[src/rtl/shf_pkg.sv]
package shf_pkg;

    // Arithmetic operation selected by the sequencer's control bit.
    typedef enum logic {
        OP_ADD = 1'b0,
        OP_SUB = 1'b1
    } op_e;

    // Default geometry of the datapath.
    localparam int DEF_DW   = 8;
    localparam int DEF_NREG = 4;

endpackage

[src/rtl/shf_regbank.sv]
module shf_regbank #(
    parameter int DW   = 8,
    parameter int NREG = 4
) (
    input  logic                     clk,
    input  logic                     rst,
    input  logic [DW-1:0]            din,
    input  logic [NREG-1:0]          load_en,
    output logic [NREG-1:0][DW-1:0]  q
);

    // One independently enabled holding register per slot.
    for (genvar i = 0; i < NREG; i++) begin : g_slot
        always_ff @(posedge clk) begin
            if (rst) begin
                q[i] <= '0;
            end else if (load_en[i]) begin
                q[i] <= din;
            end
        end
    end

endmodule

[src/rtl/shf_opnd_mux.sv]
module shf_opnd_mux #(
    parameter int DW       = 8,
    parameter int NREG     = 4,
    parameter int SELW     = 2,
    parameter bit HAS_ZERO = 1'b0
) (
    input  logic [NREG-1:0][DW-1:0] regs,
    input  logic [SELW-1:0]         sel,
    output logic [DW-1:0]           y
);

    localparam int ZSLOT = NREG - 1;

    if (HAS_ZERO) begin : g_zero_slot
        // The last slot is tied to zero instead of the last register.
        always_comb begin
            y = '0;
            for (int i = 0; i < ZSLOT; i++) begin
                if (sel == SELW'(i)) y = regs[i];
            end
        end
    end else begin : g_full
        always_comb begin
            y = '0;
            for (int i = 0; i < NREG; i++) begin
                if (sel == SELW'(i)) y = regs[i];
            end
        end
    end

endmodule

[src/rtl/shf_ripple_add.sv]
module shf_ripple_add #(
    parameter int DW = 8
) (
    input  logic [DW-1:0] a,
    input  logic [DW-1:0] b,
    input  logic          cin,
    output logic [DW-1:0] s
);

    logic [DW:0] c;
    assign c[0] = cin;

    // Chain of full adders; carry ripples bit by bit.
    for (genvar i = 0; i < DW; i++) begin : g_fa
        assign s[i]   = a[i] ^ b[i] ^ c[i];
        assign c[i+1] = (a[i] & b[i]) | (c[i] & (a[i] ^ b[i]));
    end

endmodule

[src/rtl/shf_datapath.sv]
module shf_datapath
    import shf_pkg::*;
#(
    parameter int DW   = DEF_DW,
    parameter int NREG = DEF_NREG,
    localparam int SELW = (NREG > 1) ? $clog2(NREG) : 1
) (
    input  logic            clk,
    input  logic            rst,
    input  logic [DW-1:0]   din,
    input  logic [NREG-1:0] load_en,
    input  logic [SELW-1:0] sel_a,
    input  logic [SELW-1:0] sel_b,
    input  logic            sub,
    output logic [DW-1:0]   dout
);

    logic [NREG-1:0][DW-1:0] bank_q;
    logic [DW-1:0]           opnd_a;
    logic [DW-1:0]           opnd_b;
    logic [DW-1:0]           opnd_a_x;
    logic [DW-1:0]           sum;
    logic [DW-1:0]           dout_q;
    op_e                     op;

    assign op = op_e'(sub);

    shf_regbank #(.DW(DW), .NREG(NREG)) u_bank (
        .clk     (clk),
        .rst     (rst),
        .din     (din),
        .load_en (load_en),
        .q       (bank_q)
    );

    shf_opnd_mux #(.DW(DW), .NREG(NREG), .SELW(SELW), .HAS_ZERO(1'b1)) u_mux_a (
        .regs (bank_q),
        .sel  (sel_a),
        .y    (opnd_a)
    );

    shf_opnd_mux #(.DW(DW), .NREG(NREG), .SELW(SELW), .HAS_ZERO(1'b0)) u_mux_b (
        .regs (bank_q),
        .sel  (sel_b),
        .y    (opnd_b)
    );

    // Conditional one's complement of operand A; carry-in completes negation.
    assign opnd_a_x = opnd_a ^ {DW{op == OP_SUB}};

    shf_ripple_add #(.DW(DW)) u_add (
        .a   (opnd_a_x),
        .b   (opnd_b),
        .cin (op == OP_SUB),
        .s   (sum)
    );

    always_ff @(posedge clk) begin
        if (rst) dout_q <= '0;
        else     dout_q <= sum;
    end

    assign dout = dout_q;

endmodule

[config.mk]
export PLATFORM = sky130hd
export DESIGN_NAME = shf_datapath
export DESIGN_NICKNAME = d
export VERILOG_FILES = /design/src/rtl/shf_pkg.sv /design/src/rtl/shf_regbank.sv /design/src/rtl/shf_opnd_mux.sv /design/src/rtl/shf_ripple_add.sv /design/src/rtl/shf_datapath.sv
export SDC_FILE = /design/constraint.sdc
export NUM_CORES = 1
export LEC_CHECK = 0
export CORE_AREA = 4 4 51 86
export DETAILED_ROUTE_END_ITERATION = 6
export DIE_AREA = 0 0 55 90
export DONT_BUFFER_PORTS = 1
export GPL_ROUTABILITY_DRIVEN = 1
export PLACE_DENSITY = 0.7
export SETUP_SLACK_MARGIN = 0.15
export SYNTH_ARGS = -nofsm -noshare
export SYNTH_HDL_FRONTEND = slang
export SYNTH_SLANG_ARGS = --single-unit
[constraint.sdc]
create_clock -name clk -period 4.5 [get_ports clk]
set_input_delay 0.225 -clock clk [delete_from_list [all_inputs] [get_ports clk]]
set_output_delay 0.225 -clock clk [all_outputs]
set_load 0.005 [all_outputs]
-- Yosys cells after proc, flatten, opt, wreduce, memory -nomap -nowiden
Index checks and enable logic that the tools add are counted.
- bits of input ports: 19
- bits in registers: 40
- mux-type cells: 7
- reductions and logical operators: 2
- eq/ne operators: 5
- bitwise gates (word level): 38
- operators with widths (kind ; number):
    8-bit two-way mux ; 7
    1-bit bitwise XOR ; 16
    1-bit AND ; 14
    8-bit bitwise XOR ; 1
    1-bit OR ; 7
    2-bit equality test (second input constant) ; 3
    2-bit by 1-bit equality test with 1-bit output (second input constant) ; 2
    2-bit zero test ; 2

-- Depth between registers and ports, before layout
Gate-level depths: netlist of run 1.
- depth after elaboration: 21
- mapped depth: 14

-- Hierarchy
Synthesis of run 1 repeated with hierarchy kept, for this count alone.
- cells, all modules: 171
- area total of the unflattened synthesis: 2014.4 um^2
- modules (own cells, without submodules) (module ; area each (um^2) ; instances ; cells an instance ; seq. area each (um^2)):
    shf_regbank ; 1141.1 ; 1 ; 103 ; 640.6
    shf_datapath ; 296.5 ; 1 ; 25 ; 160.2
    shf_opnd_mux (u_mux_a) ; 197.7 ; 1 ; 20 ; 0.0
    shf_opnd_mux (u_mux_b) ; 196.4 ; 1 ; 10 ; 0.0
    shf_ripple_add ; 182.7 ; 1 ; 13 ; 0.0

-- Worst setup path after synthesis of run 1
No wires, ideal clock.
- path kind: input-to-reg
- start: input port sel_b[0]
- end: register dout_q[7], in the netlist dout[7]
- buffers on the path: 1
- arrival time: 3.981 ns
- stages: 12
- library setup time: 0.065 ns
- slack: 0.454 ns
- cells stage by stage: buf_6 mux4_2 mux2_4 fa_1 fa_1 fa_1 fa_1 fa_1 fa_1 xor2_1 xnor3_1 nor2_1
- longest elaborated chain between the ends: 21
- RTL lines (what ; line ; source):
    start: declaration ; shf_datapath.sv:13 ; input logic [SELW-1:0] sel_b,
    2-bit zero test ; shf_opnd_mux.sv:26 ; if (sel == SELW'(i)) y = regs[i];
    8-bit two-way mux (3 in a row) ; shf_opnd_mux.sv:26 ;
    8-bit two-way mux (*) ; shf_opnd_mux.sv:26 ;
    1-bit bitwise XOR ; shf_ripple_add.sv:16 ; assign c[i+1] = (a[i] & b[i]) | (c[i] & (a[i] ^ b[i]));
    1-bit AND ; shf_ripple_add.sv:16 ;
    1-bit OR ; shf_ripple_add.sv:16 ;
    1-bit AND ; shf_ripple_add.sv:16 ;
    1-bit OR ; shf_ripple_add.sv:16 ;
    [3 not listed] ; n/a ;
    1-bit OR ; shf_ripple_add.sv:16 ;
    1-bit AND ; shf_ripple_add.sv:16 ;
    1-bit OR ; shf_ripple_add.sv:16 ;
    1-bit AND ; shf_ripple_add.sv:16 ;
    1-bit OR ; shf_ripple_add.sv:16 ;
    1-bit AND ; shf_ripple_add.sv:16 ;
    1-bit OR ; shf_ripple_add.sv:16 ;
    1-bit bitwise XOR (*) ; shf_ripple_add.sv:15 ; assign s[i] = a[i] ^ b[i] ^ c[i];
    end signal: assignment ; shf_datapath.sv:60 ; else dout_q <= sum;
    end: declaration ; shf_datapath.sv:23 ; logic [DW-1:0] dout_q;
Mark *: on every way between the ends. The rest lies on a longest branch, timed or not.
A chain may end at the register's enable or synchronous reset.

-- Worst setup path in the final report of run 1
- start: register u_bank.q[16] (netlist name)
- end: register dout_q[7], in the netlist dout[7]
- longest elaborated chain between the ends: 18
- RTL lines (what ; line ; source):
    start: declaration ; shf_regbank.sv:9 ; output logic [NREG-1:0][DW-1:0] q
    start signal: indexed assignment ; shf_regbank.sv:18 ; q[i] <= din;
    8-bit two-way mux, on equally long branches ; shf_opnd_mux.sv:19, shf_opnd_mux.sv:26 ;
    8-bit bitwise XOR / 8-bit two-way mux (equally long branches) ; shf_datapath.sv:49, shf_opnd_mux.sv:26 ;
    1-bit bitwise XOR ; shf_ripple_add.sv:16 ;
    1-bit AND ; shf_ripple_add.sv:16 ;
    1-bit OR (*) ; shf_ripple_add.sv:16 ;
    1-bit AND (*) ; shf_ripple_add.sv:16 ;
    1-bit OR (*) ; shf_ripple_add.sv:16 ;
    1-bit AND (*) ; shf_ripple_add.sv:16 ;
    [2 not listed] ; n/a ;
    1-bit OR (*) ; shf_ripple_add.sv:16 ;
    1-bit AND (*) ; shf_ripple_add.sv:16 ;
    1-bit OR (*) ; shf_ripple_add.sv:16 ;
    1-bit AND (*) ; shf_ripple_add.sv:16 ;
    1-bit OR (*) ; shf_ripple_add.sv:16 ;
    1-bit AND (*) ; shf_ripple_add.sv:16 ;
    1-bit OR (*) ; shf_ripple_add.sv:16 ;
    1-bit bitwise XOR (*) ; shf_ripple_add.sv:15 ;
Marked as above.

==> results.txt, run 1 <==
- In this design, the critical path's most frequently occurring cell is sky130_fd_sc_hd__fa_1.
- Number of hold violations in the final report: 0
* PD cells: 379 nW/um^2
- Buf/Inv on CP: 0
* Die Outline Area: ~5000 sq um
- In the final routed layout, each cell accounts on average for around 18 um.
- Total grt overflow: 0
- In the final layout, the share of cells above drive strength 1 is just over 8%.
* Overall die width: around 55 um
* Final number of setup-violating endpoints: 0
- The worst setup path is launched from a flip-flop.
* Layout Nets: between 150 and 200
- In this run the deepest clock path goes through 2 buffers.
* Combinational family with the most area after synthesis: multiplexers
* Final Routed Wirelength: about 3900 um
- Number of placement rows: 29
- The count of pins over their slew limit was 0.
- Peak ir drop on the vdd network: around 0.33 mV
- Worst Path Required: 4.74 ns
- Total of hold buffers inserted after clock tree synthesis: 2
- Slew @ Worst Pin: 0.231 ns
- Footprint of the flip-flops and latches: 801 sq um
- Fill cells in the final layout number 321.
* Area of the multi-input gates: ~1100 sq um
- Worst slack on hold paths: 0.0773 ns
* Fin worst setup slack: 0.328 ns
* Antenna violations before repair: 0
* Maximum number of pins on one net before global-route repair: 40
- Clock tree synthesis found a total of 40 sinks.
- The via count of the first global-routing pass is between 1,000 and 1,500.
- Setup Fix Bufs, Post-CTS: 0
- Final sum of negative setup slack: 0 ns
- Cell chain of the critical path: mux4_2 -> mux2_4 -> fa_1 -> fa_1 -> fa_1 -> fa_1 -> fa_1 -> fa_1 -> xor2_1 -> xnor3_1 -> nor2_1
* Data arrival time of the critical path: approximately 4.4 ns
- Seq cells post-synth: 40
- Compound-cell area share of the yosys netlist: between 2 and 2.5%
- When the netlist entered floorplanning its net count stood at 199.
- The clock reaches the later pin of the worst-skew pair after around 0.29 ns.
- Crit Path Class: flip-flop to flip-flop
- For flop-to-flop paths, the worst setup slack is 0.33 ns.
* # resized after CTS: 0
- Final antenna-violating net count: 0
* Vias/cell: around 5.6
- Clock transition time at the flip-flop clock pins of the worst setup and hold paths: approximately 0.080 ns
* Share of the synthesized netlist area taken by xor and xnor gates: 4.73%
- In the routed design, unresolved DRC markers number 0.
- The congestion estimate from routability-driven global placement came to ~0.8.
* Detailed-placement wirelength estimate: between 2000 and 3000 um
- In this run the clock root is driven by a sky130_fd_sc_hd__clkbuf_8.
* Max-Slew Margin vs Limit: between 80% and 90%
- The design draws slightly below 0.8 mW.
- Placeable core area: 3660 sq um
* Distinct cells, synth: 20
- TritonCTS built the clock tree.
- First-pass GRT wire length: between 6000 and 7000 um
- The largest single stage delay on the critical path is 0.49 ns.
- The analysis attributes to cell leakage a power of between 0.9 and 1 nW.
- Max-cap violation count: 0
- From synthesis to final layout, the design area changed by 6.71%.
- The number of antenna diodes in the final layout is 0.
* Avg Cell Area, Syn: ~11 sq um
- Synthesized area: approximately 2000 sq um
* Port Buffers: 0
- The H-tree was split into 2 levels.
- For this run, the register share of the synthesized area comes to between 40% and 50%.
* TritonRoute pass-1 iters: 4
- Final Skew: 0.00749 ns
- Most frequent cells in the layout: sky130_fd_sc_hd__mux2i_1, sky130_fd_sc_hd__nor2_1, sky130_fd_sc_hd__dfxtp_1
- Num ports: 27
* Vias after detailed routing: 1,217
* Fraction of the cycle the final worst path needs: ~93%
- Post-synthesis share of cell area spent on full adders, half adders and majority gates: 6.13%
* Hold crit path type: primary input to flip-flop
- GRT Util Overall: approximately a fifth
- Setup crit end kind: flip-flop
- Count of routing violations after the opening detailed-route iteration: 26
- Time the final worst path needs with I/O delays and setup: between 4 and 5 ns
- Simple-gate share of the synthesized area: 10.7%
* Fraction of synthesized area in multiplexers: 31.5%
* Minimum setup slack after placement: roughly 0.34 ns
- Slowest cell on the critical path: sky130_fd_sc_hd__mux4_2
* RSZ-0062 raised after global routing: false
* Die span in y: roughly 90 um
- Achievable Freq: about 0.24 GHz
- Once the floorplan was initialized, standard cells occupied between 50% and 60% of the core.
- Of all nets on the critical path, the largest fanout is 3.
- In this design, the largest share of critical-path delay is due to adder cells.
* Run status: finished clean
- Total CTS buffers: 5
- During synthesis, Yosys emitted a total of 0 warnings.
- Count of mapped cells out of synthesis: between 150 and 200
-- power by group --
part	leakage, nW	internal [mW]	switching (mW)
clock	0.0541	0.164	0.123
sequential	0.331	0.385	0.0180
combinational	0.537	0.0632	0.0398
total	0.922	0.612	0.181
-- state kept, by name, indices dropped and copies added (netlist names) --
signal,flops
dout,8
u_bank.q,32
-- metal layers --
layer	vias up	wire length [um]	global-route usage, %
li1	592	-	-
met1	585	1560	22.0
met2	33	2070	29.2
met3	7	224	6.46
met4	0	86	8.52
met5	-	0	0
-- cell usage after synthesis --
library cell | count | area [sq um]
sky130_fd_sc_hd__a21oi_1 | 6 | 30.0
sky130_fd_sc_hd__buf_1 | 2 | 7.51
sky130_fd_sc_hd__buf_2 | 6 | 30.0
sky130_fd_sc_hd__buf_4 | 1 | 7.51
sky130_fd_sc_hd__buf_6 | 2 | 22.5
sky130_fd_sc_hd__clkbuf_1 | 2 | 7.51
sky130_fd_sc_hd__dfxtp_1 | 40 | 801
sky130_fd_sc_hd__fa_1 | 6 | 120
sky130_fd_sc_hd__mux2_4 | 1 | 15.0
sky130_fd_sc_hd__mux2i_1 | 40 | 400
sky130_fd_sc_hd__mux4_1 | 6 | 158
sky130_fd_sc_hd__mux4_2 | 2 | 45.0
sky130_fd_sc_hd__nand3b_1 | 2 | 15.0
sky130_fd_sc_hd__nor2_1 | 40 | 150
sky130_fd_sc_hd__nor2b_1 | 7 | 43.8
sky130_fd_sc_hd__o21ai_1 | 1 | 5.00
sky130_fd_sc_hd__o21ai_2 | 1 | 8.76
sky130_fd_sc_hd__xnor2_1 | 7 | 61.3
sky130_fd_sc_hd__xnor3_1 | 1 | 22.5
sky130_fd_sc_hd__xor2_1 | 1 | 8.76
-- cell type report --
cell class | instances | area share (%)
well taps | 46 | 2.75
clock buffers | 5 | 3.29
repair buffers | 3 | 1.80
multi-input cells | 121 | 51.8
flip-flops and latches | 40 | 38.3
clock inverters | 3 | 2.03
-- through the flow --
step | cells | util, % | cell area (sq um)
2_1_floorplan | 174 | - | 1960
3_3_place_gp | 208 | 53.2 | 1950
3_5_place_dp | 208 | 53.2 | 1950
4_1_cts | 218 | 57.1 | 2090
5_1_grt | 218 | 57.1 | 2090
6_report | 218 | 57.1 | 2090
-- cells by family after synthesis --
group           Yosys count
buf+inv                  13
compound gates            8
flops                    40
simple gates             49
fa+ha+maj                 6
mux                      49
xor+xnor                  9
-- final timing paths --
check,end,cells after the start,start
min,u_bank.q[7],2,din[7]
max,dout[7],11,u_bank.q[16]
min reg2reg,u_bank.q[31],2,u_bank.q[31]
max reg2reg,dout[7],11,u_bank.q[16]
-- worst register-to-register path, cell delays in order, from the launching register on --
cell and delay [ns]:
sky130_fd_sc_hd__dfxtp_1 0.33, sky130_fd_sc_hd__mux4_2 0.49, sky130_fd_sc_hd__mux2_4 0.28, sky130_fd_sc_hd__fa_1 0.39, sky130_fd_sc_hd__fa_1 0.40, sky130_fd_sc_hd__fa_1 0.40, sky130_fd_sc_hd__fa_1 0.40, sky130_fd_sc_hd__fa_1 0.39
sky130_fd_sc_hd__fa_1 0.38, sky130_fd_sc_hd__xor2_1 0.15, sky130_fd_sc_hd__xnor3_1 0.41, sky130_fd_sc_hd__nor2_1 0.09
Power figures use the tool's default switching activity.
==> inputs of run 2 (changes only) <==
- CTS_CLUSTER_DIAMETER: not set -> 50
- REMOVE_ABC_BUFFERS: not set -> 1
==> run 2 against run 1 <==
Routed wire length rose by 5.6%. Combinational power barely moved. Final cell count did not move. Clock power fell by 16%. Flip-flop and latch count did not move. Hold slack improved by 0.0059 ns. Utilization fell by 0.72 points. Die area did not move. First-iteration DRC count rose by 19%. Clock skew fell by 0.0023 ns. Sequential share of layout area rose by 0.49 points. Design area fell by 1.3%.
==> results.txt, run 2 (synthesis results as in run 1) <==
* Run status: finished clean (unchanged)
- The worst setup slack after placement was 0.387 ns (was 0.339 ns).
- Peak per-stage delay on the critical path: 0.51 ns (was 0.49 ns)
* Most frequent cells in the layout: sky130_fd_sc_hd__mux2i_1, sky130_fd_sc_hd__nor2_1, sky130_fd_sc_hd__dfxtp_1 (unchanged)
* # resized after CTS: 0 (unchanged)
- The relative slew slack is 34.7% (was 84.5%).
- The total global routing track utilization was 18.2% (was 18.7%).
* Port Buffers: 0 (unchanged)
* Number of non-filler instances in the completed layout: 218 (unchanged)
- Highest routing layer actually used: met4 (unchanged)
- The count of endpoints failing hold in the final timing report came to 0 (unchanged).
- The cell type of the slowest stage on the worst timing path is sky130_fd_sc_hd__mux4_2 (unchanged).
- Overall die width: 55 um (unchanged)
- Final sum of negative setup slack: 0 ns (unchanged)
* Number of placement rows: 29 (unchanged)
- Count of routing violations after the opening detailed-route iteration: 31 (was 26)
- RSZ-0062 raised after global routing: false (unchanged)
- Time the final worst path needs with I/O delays and setup: 4.12 ns (was 4.17 ns)
- Count of inserted antenna diode cells: 0 (unchanged)
* Leakage dissipation: 0.912 nW (was 0.922 nW)
- Max-cap violation count: 0 (unchanged)
- The initial antenna violation count is 0 (unchanged).
- Total grt overflow: 0 (unchanged)
- The worst reg2reg path startpoint is u_bank.q[24] (was u_bank.q[16]).
- The largest buffer count on any clock path was 2 (unchanged).
- The clock insertion delay at the later pin of the skew report came to 0.29 ns (about the same).
- The total routed wirelength was 4160 um (was 3940 um).
- The starting density of the core was 53.5% (unchanged).
- Number of H-tree levels: 2 (unchanged)
- The post-route clock skew is 0.00519 ns (was 0.00749 ns).
* Cell area after placement: 1940 sq um (was 1950 sq um)
* Setup crit end kind: flip-flop (unchanged)
- The routed wire length per instance was 19.1 um (was 18.1 um).
- Number of sinks handled by clock tree synthesis: 40 (unchanged)
- Final non-filler cell area: 2060 sq um (was 2090 sq um)
* PD cells: 362 nW/um^2 (was 379 nW/um^2)
- The peak fanout along the critical path came to 2 (was 3).
- Area growth, synth to finish: 5.36% (was 6.71%)
- The required time of the critical path is 4.73 ns (was 4.74 ns).
* Achievable Freq: 0.242 GHz (was 0.240 GHz)
- The placeable core area is 3660 sq um (unchanged).
- TritonRoute pass-1 iters: 4 (unchanged)
* Die span in y: 90 um (unchanged)
* Final antenna-violating net count: 0 (unchanged)
- Post-detailed-route DRC marker count: 0 (unchanged)
- CTS tree: done (unchanged)
* Peak ir drop on the vdd network: 0.276 mV (was 0.325 mV)
- First-pass GRT wire length: 6510 um (was 6650 um)
- Cell chain of the critical path: mux4_2 -> mux2_4 -> fa_1 -> fa_1 -> fa_1 -> fa_1 -> fa_1 -> fa_1 -> xor2_1 -> xnor3_1 -> nor2_1 (unchanged)
* Detailed-placement wirelength estimate: 2800 um (was 2780 um)
* Die Outline Area: 4950 sq um (unchanged)
- Total CTS buffers: 5 (unchanged)
- The post-route total power was 0.747 mW (was 0.793 mW).
* Fin worst setup slack: 0.376 ns (was 0.328 ns)
- Routed met1 length: 1590 um (was 1560 um)
- Number of global-route vias before repair: 1,343 (was 1,383)
- Root buf cell: sky130_fd_sc_hd__clkbuf_8 (unchanged)
* Num ports: 27 (unchanged)
- The largest net degree at the start of global routing came to 27 (was 40).
- The number of buffers added for setup after CTS was 0 (unchanged).
- Length of routed met2 wiring: 2230 um (was 2070 um)
- The total instance count after detailed placement came to 207 (was 208).
- Hold crit path type: primary input to flip-flop (unchanged)
- The post-route fraction of the period consumed by the critical path came to 91.7% (was 92.7%).
* Slew @ Worst Pin: 0.977 ns (was 0.231 ns)
- HP Start: din[4] (was din[7])
* Number of pins exceeding their max-slew limit in the final report: 0 (unchanged)
- Flip-flop count of the largest register, all copies and words added: 32 (unchanged)
- The number of nets in the layout was 196 (unchanged).
- The fraction of layout cells with a size suffix above 1 is 6.98% (was 8.14%).
- The number of setup violations in the final report came to 0 (unchanged).
* Data arrival time of the critical path: 4.35 ns (was 4.41 ns)
* Critical Path Most Common Cell: sky130_fd_sc_hd__fa_1 (unchanged)
- The average via count per standard cell was 5.83 (was 5.58).
- The weighted congestion reported at the end of routability-driven placement came to 0.785 (was 0.793).
- The met3 routed wirelength is 229 um (was 224 um).
* Worst setup SP type: flip-flop (unchanged)
- Total of hold buffers inserted after clock tree synthesis: 3 (was 2)
- Crit Path Class: flip-flop to flip-flop (unchanged)
- Worst Setup SP: u_bank.q[24] (was u_bank.q[16])
* Biggest register: u_bank.q (unchanged)
- The total via count after detailed routing was 1,271 (was 1,217).
- The clock slew at the register clock pins of the worst setup and hold paths is 0.08 ns (about the same).
==> run 2: cell types whose count changed in the layout (fill, tap and decap cells not counted) <==
cell / before / now
sky130_fd_sc_hd__bufinv_16: 1 / 0
sky130_fd_sc_hd__clkbuf_8: 5 / 6
sky130_fd_sc_hd__clkinvlp_4: 1 / 0
sky130_fd_sc_hd__buf_12: 1 / 0
sky130_fd_sc_hd__dlygate4sd3_1: 1 / 3
sky130_fd_sc_hd__buf_4: 1 / 0
sky130_fd_sc_hd__clkinv_2: 1 / 2
==> run 2: worst paths after layout <==
check,cells past startpoint,slack (ns),to
min,2,0.08,u_bank.q[4]
max,11,0.38,dout[7]
min reg2reg,2,0.51,u_bank.q[30]
max reg2reg,11,0.38,dout[7]
==> run 2: power by group <==
group / total, mW / switching (mW) / leakage (nW) / internal, mW
combinational: 0.102 / 0.0401 / 0.530 / 0.0615
clock: 0.242 / 0.120 / 0.0510 / 0.122
sequential: 0.403 / 0.0183 / 0.331 / 0.385
==> run 2: stage by stage <==
step                util (%)  hold WS [ns]
global placement        53.0         0.302
global route            56.3        0.0937
floorplan                  -         0.297
CTS                     56.3        0.0799
detailed placement      53.0         0.304
finish                  56.3        0.0832
==> run 2: cell type report <==
type / count / area [sq um]
fill: 324 / 1600
multi-input combinational: 121 / 1080
sequential: 40 / 801
clock buffer: 6 / 82.6
tap: 46 / 57.6
timing repair buffer: 3 / 30.0
clock inverter: 2 / 10.0
==> run 2: worst max-delay path, delay by kind of cell, from the launching register on <==
family,cells,cell delay (ns)
XOR/XNOR,2,0.55
adder cells (fa/ha/maj),6,2.30
flip-flops,1,0.33
multiplexers,2,0.79
AND/OR/NAND/NOR,1,0.09
==> run 2: routing by layer <==
metal / GRT usage [%] / vias to the layer above
met1: 19.5 / 621
met2: 31.5 / 46
li1: - / 593
met3: 4.14 / 11
met4: 8.11 / 0
met5: 0 / -
==> inputs of run 3 (changes only) <==
- ABC_AREA: not set -> 1
- CORE_AREA: 4 4 51 86 -> 4 4 50 86
- DIE_AREA: 0 0 55 90 -> 0 0 54 90
- PLACE_DENSITY: 0.7 -> 0.71
==> run 3 against run 2 <==
Area after synthesis shrank 1.1%. Sequential share of layout area decreased by 0.070 points. Largest power group unchanged. Non-clock buffer count fell by 1. Synthesized cell count up 53%. Design area is 0.18% higher. Largest cell class unchanged. Register-to-register slack gained 0.22 ns. Hold slack got worse by 0.029 ns. Clock power about the same. Utilization grew 1.2 points. Via count grew 32%.
==> results.txt, run 3 <==
- The CTS H-tree depth came to 2 (unchanged).
- The fraction of layout cells with a size suffix above 1 is 6.32% (was 6.98%).
* Max Root-Sink Buffers: 2 (unchanged)
- The worst endpoint data arrival time was 4.14 ns (was 4.35 ns).
* Synthesized area: 1940 sq um (was 1960 sq um)
* Post-synthesis share of cell area spent on full adders, half adders and majority gates: 6.20% (was 6.13%)
* FFs w/ async S/R, synth: 0% (unchanged)
* Total grt overflow: 0 (unchanged)
- First-pass GRT wire length: 7550 um (was 6510 um)
- Fraction of the cycle the final worst path needs: 86.7% (was 91.7%)
- The mux cell area share after synthesis was 0% (was 31.5%).
- The relative slew slack was 48.8% (was 34.7%).
- RSZ-0062 raised after global routing: false (unchanged).
- Dominant cells by area after synthesis: sky130_fd_sc_hd__dfxtp_1, sky130_fd_sc_hd__o21ai_0, sky130_fd_sc_hd__nor2_1 (was sky130_fd_sc_hd__dfxtp_1, sky130_fd_sc_hd__mux2i_1, sky130_fd_sc_hd__mux4_1)
- The DRC violation count after routing came to 0 (unchanged).
- The category of the worst setup path capture point was a flip-flop (unchanged).
- The maximum vdd drop came to 0.274 mV (was 0.276 mV).
- Number of placement rows: 29 (unchanged)
- Share of the synthesized netlist area taken by xor and xnor gates: 3.17% (was 4.73%)
- Antenna violations before repair: 0 (unchanged)
- Port Buffers: 0 (unchanged)
- GR met2 Demand/Resource: 33.7% (was 31.5%)
- Flip-flop count of the largest register, all copies and words added: 32 (unchanged)
* Final antenna-violating net count: 0 (unchanged)
- The first-iteration detailed-routing DRC count was 55 (was 31).
* Synthesis Warnings: 0 (unchanged)
* Number of fillers in the final layout: 341 (was 324)
- Final non-filler cell area: 2070 sq um (was 2060 sq um)
- Crit Path Class: flip-flop to flip-flop (unchanged)
- Synth top cells by count: sky130_fd_sc_hd__o21ai_0, sky130_fd_sc_hd__nor2_1, sky130_fd_sc_hd__dfxtp_1, sky130_fd_sc_hd__nand2_1, sky130_fd_sc_hd__inv_1 (was sky130_fd_sc_hd__dfxtp_1, sky130_fd_sc_hd__mux2i_1, sky130_fd_sc_hd__nor2_1, sky130_fd_sc_hd__nor2b_1, sky130_fd_sc_hd__xnor2_1)
* Vias after detailed routing: 1,672 (was 1,271)
- Initial Util: 53.9% (was 53.5%)
* Most frequent cells in the layout: sky130_fd_sc_hd__o21ai_0, sky130_fd_sc_hd__nor2_1, sky130_fd_sc_hd__dfxtp_1 (was sky130_fd_sc_hd__mux2i_1, sky130_fd_sc_hd__nor2_1, sky130_fd_sc_hd__dfxtp_1)
* Met3 usage in global routing: 6.46% (was 4.14%)
- Cell area after placement: 1970 sq um (was 1940 sq um)
* Distinct cells, synth: 24 (was 20)
- Final Routed Wirelength: 4430 um (was 4160 um)
* Largest area contributor in the netlist: sky130_fd_sc_hd__dfxtp_1 (unchanged)
- The peak fanout along the critical path is 3 (was 2).
* Time the final worst path needs with I/O delays and setup: 3.90 ns (was 4.12 ns)
- The peak-usage layer in the global routing report was met2 (unchanged).
- The detailed-routing iteration count for the pre-antenna-repair pass came to 4 (unchanged).
* Hold crit path type: primary input to flip-flop (unchanged)
- The post-route total power came to 0.786 mW (was 0.747 mW).
- Count of flip-flops with a built-in enable after synthesis: 0 (unchanged)
- The portion of the post-synthesis area used by sequential elements was 41.3% (was 40.9%).
- The register with the most flip-flops is u_bank.q (unchanged).
- Run status: finished clean (unchanged).
- The dominant combinational cell family by area after synthesis was compound AO/OA/AOI/OAI gates (was multiplexers).
- The final core utilization was 57.6% (was 56.3%).
* Top cell type's share of synthesized area: 41.3% (was 40.9%)
- The number of setup violations in the final report was 0 (unchanged).
- The transition time at the pin with the least slew margin is 0.768 ns (was 0.977 ns).
- Total CTS buffers: 5 (unchanged)
- The antenna cell count came to 0 (unchanged).
* Area growth, synth to finish: 6.78% (was 5.36%)
- The worst hold-check slack was 0.0546 ns (was 0.0832 ns).
- The post-route clock skew was 0.00659 ns (was 0.00519 ns).
* Vias/cell: 5.31 (was 5.83)
* Average detailed-routed wire length per instance: 14.1 um (was 19.1 um)
- Achievable Freq: 0.256 GHz (was 0.242 GHz)
- The weighted congestion reported at the end of routability-driven placement was 0.905 (was 0.785).
* Clock latency on the worst-skew pair: 0.30 ns (was 0.29 ns)
- Leakage dissipation: 0.890 nW (was 0.912 nW)
- The flop and latch count out of synthesis came to 40 (unchanged).
- The total number of clock tree sinks came to 40 (unchanged).
* GRT Util Overall: 20.6% (was 18.2%)
- The count of endpoints failing hold in the final timing report was 0 (unchanged).
- Detailed-placement wirelength estimate: 3480 um (was 2800 um)
* Compound-cell area share of the yosys netlist: 22.2% (was 2.23%)
* Max-cap violation count: 0 (unchanged)
- The number of nets in the layout was 293 (was 196).
- The y dimension of the die was 90 um (unchanged).
- The clock root buffer is sky130_fd_sc_hd__clkbuf_8 (unchanged).
* Placeable core area: 3590 sq um (was 3660 sq um)
- The number of instances in the synthesized netlist came to 267 (was 174).
- The leading register cell type out of synthesis was sky130_fd_sc_hd__dfxtp_1 (unchanged).
* Worst Path Required: 4.74 ns (was 4.73 ns)
* Dominant cell by count in the synthesized netlist: sky130_fd_sc_hd__o21ai_0
- The clock tree from TritonCTS is done (unchanged).
- Avg Cell Area, Syn: 7.25 sq um (was 11.3 sq um)
- Met1 layer usage reported by global route: 23.9% (was 19.5%)
- Die Outline Area: 4860 sq um (was 4950 sq um)
- The nature of the critical path startpoint is a flip-flop (unchanged).
- Number of pins exceeding their max-slew limit in the final report: 0 (unchanged)
- Num ports: 27 (unchanged)
- Final sum of negative setup slack: 0 ns (unchanged)
* Clock transition time at the flip-flop clock pins of the worst setup and hold paths: 0.08 ns (about the same)
* Overall die width: 54 um (was 55 um)
- The largest net degree at the start of global routing is 34 (was 27).
* PD cells: 380 nW/um^2 (was 362 nW/um^2)
- Setup Fix Bufs, Post-CTS: 0 (unchanged)
* Number of global-route vias before repair: 1,684 (was 1,343)
- Most frequent standard cell in the layout excluding fill and tap cells: sky130_fd_sc_hd__o21ai_0
- Simple-gate share of the synthesized area: 18.2% (was 10.7%)
[run 3: repair_timing]
action | CTS | global route
hold buffers | 1 | 0
gates resized for setup | 0 | 0
hold endpoints to repair | 7 | 0
[run 3: cells by family after synthesis]
| group | Yosys count |
|---|---|
| adder cells (fa/ha/maj) | 6 |
| buffers and inverters | 44 |
| AO/OA/AOI/OAI | 82 |
| AND/OR/NAND/NOR | 88 |
| flip-flops | 40 |
| XOR/XNOR | 7 |
[run 3: critical path, cell delays in order (launching register included)]
cell,delay [ns]
sky130_fd_sc_hd__dfxtp_1,0.34
sky130_fd_sc_hd__o21ai_0,0.17
sky130_fd_sc_hd__o211ai_1,0.13
sky130_fd_sc_hd__nand2_1,0.08
sky130_fd_sc_hd__nand2_1,0.06
sky130_fd_sc_hd__o21a_1,0.12
sky130_fd_sc_hd__fa_1,0.38
sky130_fd_sc_hd__fa_1,0.40
sky130_fd_sc_hd__fa_1,0.40
sky130_fd_sc_hd__fa_1,0.39
sky130_fd_sc_hd__fa_1,0.39
sky130_fd_sc_hd__fa_1,0.39
sky130_fd_sc_hd__xnor2_1,0.20
sky130_fd_sc_hd__inv_1,0.06
sky130_fd_sc_hd__nand2_1,0.06
sky130_fd_sc_hd__nand2_1,0.06
sky130_fd_sc_hd__nand2_1,0.06
sky130_fd_sc_hd__nand2_1,0.06
sky130_fd_sc_hd__nor2_2,0.11
[run 3: cell type report]
class,count,area (sq um),area share (%)
multi-input combinational,183,965,46.6
clock buffer,5,68.8,3.33
sequential,40,801,38.7
clock inverter,3,23.8,1.15
timing repair buffer,2,17.5,0.847
inverter,36,135,6.53
tap,46,57.6,2.78
[run 3: metal layers]
metal	share of wire, %	wire [um]
met5	0	0
met4	2.1	93
met3	5.8	256
met2	53	2330
met1	40	1750
[run 3: final timing paths]
path / startpoint / to / slack [ns] / cells after the start
worst min register to register: u_bank.q[24] / u_bank.q[24] / 0.47 / 2
worst min-delay path: din[2] / u_bank.q[26] / 0.05 / 2
worst max register to register: u_bank.q[8] / dout[7] / 0.60 / 18
worst max-delay path: u_bank.q[8] / dout[7] / 0.60 / 18
[run 3: stage by stage]
stage,cells,worst slack [ns]
after floorplan,259,0.874
after global placement,306,0.640
after detailed placement,306,0.605
after CTS,315,0.580
after global routing,315,0.319
final,315,0.599
[run 3: where the power goes]
| group | leakage [nW] | internal (mW) | switching [mW] |
|---|---|---|---|
| registers | 0.333 | 0.391 | 0.0185 |
| logic | 0.517 | 0.0520 | 0.0822 |
| clock network | 0.0404 | 0.110 | 0.133 |
